**config.mk**
```make
export PLATFORM = sky130hd
export DESIGN_NAME = kmul_mod_pipe
export DESIGN_NICKNAME = d
export VERILOG_FILES = /design/src/rtl/kmul_pkg.sv /design/src/rtl/kmul_lut.sv /design/src/rtl/kmul_sum.sv /design/src/rtl/kmul_reduce.sv /design/src/rtl/kmul_mod_pipe.sv
export SDC_FILE = /design/constraint.sdc
export NUM_CORES = 1
export LEC_CHECK = 0
export BUFFER_PORTS_ARGS = -buffer_cell sky130_fd_sc_hd__buf_2
export CAP_MARGIN = 15
export CELL_PAD_IN_SITES_DETAIL_PLACEMENT = 1
export CELL_PAD_IN_SITES_GLOBAL_PLACEMENT = 1
export CORE_ASPECT_RATIO = 1.25
export CORE_MARGIN = 2
export CORE_UTILIZATION = 25
export CTS_CLUSTER_DIAMETER = 40
export DETAILED_ROUTE_END_ITERATION = 8
export PLACE_DENSITY = 0.55
export SYNTH_ARGS = -nofsm -noshare
export SYNTH_HDL_FRONTEND = slang
export SYNTH_SLANG_ARGS = --single-unit
```
**constraint.sdc**
```tcl
create_clock -name clk -period 9.2 [get_ports clk]
set_input_delay 1.84 -clock clk [delete_from_list [all_inputs] [get_ports clk]]
set_output_delay 1.84 -clock clk [all_outputs]
set_load 0.01 [all_outputs]
```
**src/rtl/kmul_pkg.sv**
```systemverilog
package kmul_pkg;

    // Word and table geometry; the summing tree assumes four nibble lanes.
    localparam int KW     = 16;
    localparam int NW     = 4;
    localparam int NLANES = KW / NW;
    localparam int ROWS   = 1 << NW;
    localparam int EW     = KW + NW;
    localparam int HW     = EW + NW;
    localparam int PW     = 2 * KW;
    localparam int DW     = KW + 1;

    localparam logic [DW-1:0] MODV    = {1'b1, {(KW-1){1'b0}}, 1'b1};
    localparam logic [DW-1:0] TWO_KW  = {1'b1, {KW{1'b0}}};
    localparam logic [KW-1:0] RESET_K = KW'(1);

    typedef logic [KW-1:0] word_t;
    typedef logic [EW-1:0] ent_t;

    // Side information carried beside the datapath through every stage.
    typedef struct packed {
        logic  valid;
        logic  spec;
        word_t spec_val;
    } tag_t;

    function automatic ent_t row_product(input logic [NW-1:0] r, input word_t k);
        return ent_t'(r) * ent_t'(k);
    endfunction

    // Result when either factor is the zero code (65536): 65537 minus the other.
    function automatic word_t spec_result(input word_t x, input word_t k);
        logic [DW-1:0] other;
        if (x == '0)
            other = (k == '0) ? TWO_KW : {1'b0, k};
        else
            other = {1'b0, x};
        return KW'(MODV - other);
    endfunction

endpackage

```
**src/rtl/kmul_lut.sv**
```systemverilog
module kmul_lut
    import kmul_pkg::*;
(
    input  logic          clk,
    input  logic          rst,
    input  logic          wr_en,
    input  word_t         wr_const,
    input  logic [NW-1:0] rd_nib,
    output ent_t          rd_data
);

    ent_t mem [ROWS];

    // Whole-table rewrite models reconfiguring the lookup contents.
    always_ff @(posedge clk) begin
        if (rst) begin
            for (int r = 0; r < ROWS; r++)
                mem[r] <= row_product(NW'(r), RESET_K);
        end else if (wr_en) begin
            for (int r = 0; r < ROWS; r++)
                mem[r] <= row_product(NW'(r), wr_const);
        end
    end

    assign rd_data = mem[rd_nib];

endmodule

```
**src/rtl/kmul_sum.sv**
```systemverilog
module kmul_sum
    import kmul_pkg::*;
(
    input  logic                       clk,
    input  logic                       rst,
    input  tag_t                       in_tag,
    input  logic [NLANES-1:0][EW-1:0]  in_pp,
    output tag_t                       out_tag,
    output logic [PW-1:0]              out_prod
);

    tag_t          t2;
    logic [HW-1:0] lo2;
    logic [HW-1:0] hi2;

    // Stage 2: pairwise sums of neighbouring nibble lanes.
    always_ff @(posedge clk) begin
        if (rst) t2 <= '0;
        else     t2 <= in_tag;
    end

    always_ff @(posedge clk) begin
        lo2 <= HW'(in_pp[0]) + {in_pp[1], {NW{1'b0}}};
        hi2 <= HW'(in_pp[2]) + {in_pp[3], {NW{1'b0}}};
    end

    // Stage 3: final wide sum into the full product.
    always_ff @(posedge clk) begin
        if (rst) out_tag <= '0;
        else     out_tag <= t2;
    end

    always_ff @(posedge clk) begin
        out_prod <= PW'(lo2) + {hi2, {(2*NW){1'b0}}};
    end

endmodule

```
**src/rtl/kmul_reduce.sv**
```systemverilog
module kmul_reduce
    import kmul_pkg::*;
(
    input  logic          clk,
    input  logic          rst,
    input  tag_t          in_tag,
    input  logic [PW-1:0] in_prod,
    output logic          out_valid,
    output word_t         out_data
);

    tag_t          t4;
    tag_t          t5;
    logic [DW:0]   diff4;
    logic [DW-1:0] res5;

    // Stage 4: low half minus high half, with a sign bit.
    always_ff @(posedge clk) begin
        if (rst) t4 <= '0;
        else     t4 <= in_tag;
    end

    always_ff @(posedge clk) begin
        diff4 <= {2'b00, in_prod[KW-1:0]} - {2'b00, in_prod[PW-1:KW]};
    end

    // Stage 5: compare sign and add the modulus back when negative.
    always_ff @(posedge clk) begin
        if (rst) t5 <= '0;
        else     t5 <= t4;
    end

    always_ff @(posedge clk) begin
        if (diff4[DW])
            res5 <= DW'(diff4 + {1'b0, MODV});
        else
            res5 <= diff4[DW-1:0];
    end

    // Stage 6: select special-case or reduced value, code 65536 as 0.
    always_ff @(posedge clk) begin
        if (rst) begin
            out_valid <= 1'b0;
            out_data  <= '0;
        end else begin
            out_valid <= t5.valid;
            if (t5.valid) begin
                if (t5.spec)
                    out_data <= t5.spec_val;
                else if (res5 == TWO_KW)
                    out_data <= '0;
                else
                    out_data <= res5[KW-1:0];
            end
        end
    end

endmodule

```
**src/rtl/kmul_mod_pipe.sv**
```systemverilog
module kmul_mod_pipe
    import kmul_pkg::*;
(
    input  logic        clk,
    input  logic        rst,
    input  logic        load_en,
    input  logic [15:0] load_const,
    input  logic        in_valid,
    input  logic [15:0] in_data,
    output logic        out_valid,
    output logic [15:0] out_data
);

    word_t                      k_q;
    logic [NLANES-1:0][EW-1:0]  lut_rd;
    logic [NLANES-1:0][EW-1:0]  pp1;
    tag_t                       tag1;
    tag_t                       tag3;
    logic [PW-1:0]              prod3;

    // Current constant, kept for the zero-code special case.
    always_ff @(posedge clk) begin
        if (rst)          k_q <= RESET_K;
        else if (load_en) k_q <= load_const;
    end

    for (genvar g = 0; g < NLANES; g++) begin : g_lane
        kmul_lut u_lut (
            .clk      (clk),
            .rst      (rst),
            .wr_en    (load_en),
            .wr_const (load_const),
            .rd_nib   (in_data[g*NW +: NW]),
            .rd_data  (lut_rd[g])
        );
    end

    // Stage 1: table lookup and zero-code detection.
    always_ff @(posedge clk) begin
        if (rst)
            tag1 <= '0;
        else
            tag1 <= '{valid:    in_valid,
                      spec:     (in_data == '0) || (k_q == '0),
                      spec_val: spec_result(in_data, k_q)};
    end

    always_ff @(posedge clk) begin
        pp1 <= lut_rd;
    end

    kmul_sum u_sum (
        .clk      (clk),
        .rst      (rst),
        .in_tag   (tag1),
        .in_pp    (pp1),
        .out_tag  (tag3),
        .out_prod (prod3)
    );

    kmul_reduce u_red (
        .clk       (clk),
        .rst       (rst),
        .in_tag    (tag3),
        .in_prod   (prod3),
        .out_valid (out_valid),
        .out_data  (out_data)
    );

endmodule

```
==> results.yml <==
run_status:
  status: "finished, final reports clean"
worst_setup_path:
  worst_path_max_delay_cell: "fa_1"
  worstPathCellList: "buf_2 > fa_1 > inv_1 > fa_1 > inv_1 > ha_1 > a211oi_1 > o21ai_0 > a211oi_1 > nor2b_1 > a211oi_1 > nor4_1 > o21bai_1"
  cpLargestDelayFamily: "compound AO/OA/AOI/OAI gates"
  r2r_cells: 9
  end_kind: "flip-flop"
  crit_path_max_fanout: 11
  reg2reg_from: "pp1[44]$_DFF_P_"
  required_ns: 9.62
  reg2reg_slack_ns: 6.37
  critPathLaunchType: "input port"
  crit_type: "in -> reg"
  cpPeakStageDelay_ns: 0.54
  crit_arrival_ns: 5.49
  reg2reg_to: "u_sum.hi2[20]$_DFF_P_"
  critPathBufInv: 3
  cpMostUsedCell: "a211oi_1"
logic_synthesis:
  synth_warnings: 0
  synth-async-reset-ratio: 0
  synth_ff_type: "dfxtp_1"
  synth_edf_count: 188
  netlist_instances: 2935
  syn-num-nets: 3253
  synth_seq_cells: 504
  yosys.cell_types.count: 75
  avgSynthCellArea_um2: 11.3
  syn_area_mm2: 0.0331
  ys_seq_area_frac: 0.361
min_path:
  hp-class: "reg -> reg"
  hp-start: "u_sum.lo2[1]$_DFF_P_"
  min_delay_path_depth: 0
  min_to: "u_sum.out_prod[1]$_DFF_P_"
power:
  power-per-cell-area_mw_per_mm2: 254
  pwr-share-clk: 0.332
  ir_drop_mv: 0.163
  p_seq_frac: 0.340
  p_comb_frac: 0.328
  switchingPower_mw: 3.42
  cell_internal_pwr_mw: 6.28
  p_leak_nw: 15.0
  swShare: 0.353
floorplan:
  dieArea_mm2: 0.136
  die_w_um: 330
  fp-row-count: 149
  start_util: 0.251
  pin_count: 53
  design.core.area_mm2: 0.132
  die_h_um: 411
global_route:
  grt_pass1_vias: 25400
  globalRoute.totalOverflow: 0
  grtUsageTotal: 0.159
  antenna_found_initial: 1
  grt_pass1_wl_um: 162000
  grt_start_max_net_pins: 159
timing:
  setup_ws_ns: 4.14
  drv_slew: 0
  rsz0062_at_grt: "false"
  finalCriticalPeriod_ns: 5.06
  finalHoldViolCount: 0
  worstMarginPinSlew_ns: 1.11
  slew_headroom: 0.259
  setup-violations-final: 0
  fmax_mhz: 197
  tns_ns: 0
  skew_ns: 0.0536
  fin_crit_sh: 0.550
cts:
  htreeDepth: 3
  cts_buffer_depth: 3
  clock-sinks: 504
  ctsHoldBuffers: 0
  cts_tree: "done"
  cts.repair.resized: 0
  cts_made_buffers: 84
  clk_pin_slew_ns: 0.05
  insertion_delay_ns: 0.69
  post-cts-setup-buffers: 0
  cts_root_buf: "clkbuf_16"
place:
  place_hpwl_um: 79200
  gp_congestion: 0.824
  port_buffers: 52
  pre_cts_slack_ns: 3.51
drt:
  wl_per_cell_um: 22.5
  via_count: 23600
  via_per_inst: 4.98
  drc: 0
  wirelength_um: 106000
  postRouteAntennaNets: 0
  drtPass1Iterations: 5
  first_iter_violations: 1921
finish:
  final_common_cell: "dfxtp_1"
  area_growth_pct: 15.1
  num-fill-cells: 14500
  diodes: 0
  drive_above_1_share: 0.195
  finalCoreUtilization: 0.290
  nets: 3252
  final_cell_mix: "dfxtp_1, mux4_2, nor2_1"
flow_run:
  drv_cap: 0
worst register-to-register path, delay by kind of cell, from the launching register on:
family | cells | cell delay [ns]
adder cells (fa/ha/maj) | 2 | 0.57
buffers and inverters | 1 | 0.05
AO/OA/AOI/OAI | 5 | 1.62
AND/OR/NAND/NOR | 1 | 0.16
flip-flops | 1 | 0.33
cells in the mapped netlist (12+ instances only):
cell type / instances / area share
dfxtp_1: 316 / 0.19
mux4_2: 261 / 0.18
nor2_1: 245 / 0.028
ha_1: 206 / 0.078
edfxtp_1: 188 / 0.17
inv_1: 176 / 0.020
a21oi_1: 125 / 0.019
nor2b_1: 117 / 0.022
clkbuf_1: 110 / 0.012
nand2_1: 110 / 0.012
o21ai_0: 104 / 0.016
xnor2_1: 98 / 0.026
fa_1: 76 / 0.046
nor3_1: 73 / 0.011
mux2_2: 72 / 0.024
a21o_1: 59 / 0.013
a22o_1: 58 / 0.015
xor2_1: 52 / 0.014
a211oi_1: 41 / 0.0093
mux2i_1: 36 / 0.011
nand3_1: 33 / 0.0050
and2_1: 32 / 0.0060
buf_1: 32 / 0.0036
nand2b_1: 27 / 0.0051
o21a_1: 26 / 0.0059
or3_1: 21 / 0.0040
and3_1: 20 / 0.0038
buf_2: 20 / 0.0030
o21bai_1: 20 / 0.0045
a31oi_1: 15 / 0.0028
o211ai_1: 12 / 0.0027
final cells by class:
| class | count | area (um^2) | area share |
|---|---|---|---|
| Multi-Input combinational cell | 2092 | 19900 | 0.521 |
| Clock inverter | 61 | 785 | 0.0206 |
| Sequential cell | 504 | 12000 | 0.314 |
| Tap cell | 1736 | 2170 | 0.0569 |
| Inverter | 176 | 668 | 0.0175 |
| Timing Repair Buffer | 76 | 482 | 0.0126 |
| Clock buffer | 93 | 2190 | 0.0573 |
stage by stage:
step	cells	power [mW]	hold WS [ns]	cell area [um^2]
floorplan	2935	5.52	0.310	33100
global placement	4584	6.51	0.314	35200
detailed placement	4584	6.55	0.313	35200
CTS	4738	9.84	0.324	38200
global route	4738	10.3	0.328	38200
finish	4738	9.70	0.322	38200
cells by family (layout without fill, tap and decap cells):
logic type               Yosys count  in the layout  share of synthesized area
AND/OR/NAND/NOR                  739            739                      0.110
AO/OA/AOI/OAI                    552            552                      0.113
flip-flops                       504            504                      0.361
multiplexers                     369            369                      0.213
buffers and inverters            339            406                     0.0393
adder cells (fa/ha/maj)          282            282                      0.124
XOR/XNOR                         150            150                     0.0396
power by group through the flow:
| stage | Combinational [mW] | Sequential (mW) | Clock (mW) |
|---|---|---|---|
| floorplan | 2.42 | 3.10 | 0 |
| global placement | 3.17 | 3.34 | 0 |
| detailed placement | 3.20 | 3.35 | 0 |
| CTS | 3.22 | 3.31 | 3.31 |
| global route | 3.55 | 3.36 | 3.41 |
| finish | 3.18 | 3.30 | 3.23 |
how the worst max path moves through the flow:
stage,cells past startpoint,from,slack (ns),to
5_1_grt,14,load_const[2],4.01,g_lane[2].u_lut.mem[13][19]$_SDFFCE_PP0P_
4_1_cts,14,load_const[2],4.22,g_lane[2].u_lut.mem[13][19]$_SDFFCE_PP0P_
2_1_floorplan,3,rst,2.80,g_lane[1].u_lut.mem[5][10]$_SDFFCE_PN0P_
3_5_place_dp,14,load_const[2],3.51,g_lane[2].u_lut.mem[13][19]$_SDFFCE_PP0P_
6_report,13,load_const[2],4.14,g_lane[2].u_lut.mem[15][19]$_SDFFCE_PP0P_
3_3_place_gp,10,load_const[3],3.55,g_lane[2].u_lut.mem[14][18]$_SDFFCE_PP0P_
sequential cells by signal, summed over array words and instances, names as in the netlist:
name              cells
g_lane.u_lut.mem    188
k_q                  16
pp1                  80
tag1                 18
u_red.diff4          17
u_red.out_data       16
u_red.out_valid       1
u_red.res5           16
u_red.t4             18
u_red.t5             18
u_sum.hi2            24
u_sum.lo2            24
u_sum.out_prod       32
u_sum.out_tag        18
u_sum.t2             18
routing by layer:
metal / part of all wire / up-vias / global-route usage
met4: 0.039 / 2 / 0.0653
met2: 0.52 / 508 / 0.286
met3: 0.038 / 179 / 0.0227
li1: - / 10900 / -
met1: 0.41 / 12000 / 0.187
met5: 0.00012 / - / 0
No activity file was read; power rests on OpenSTA's default activity.
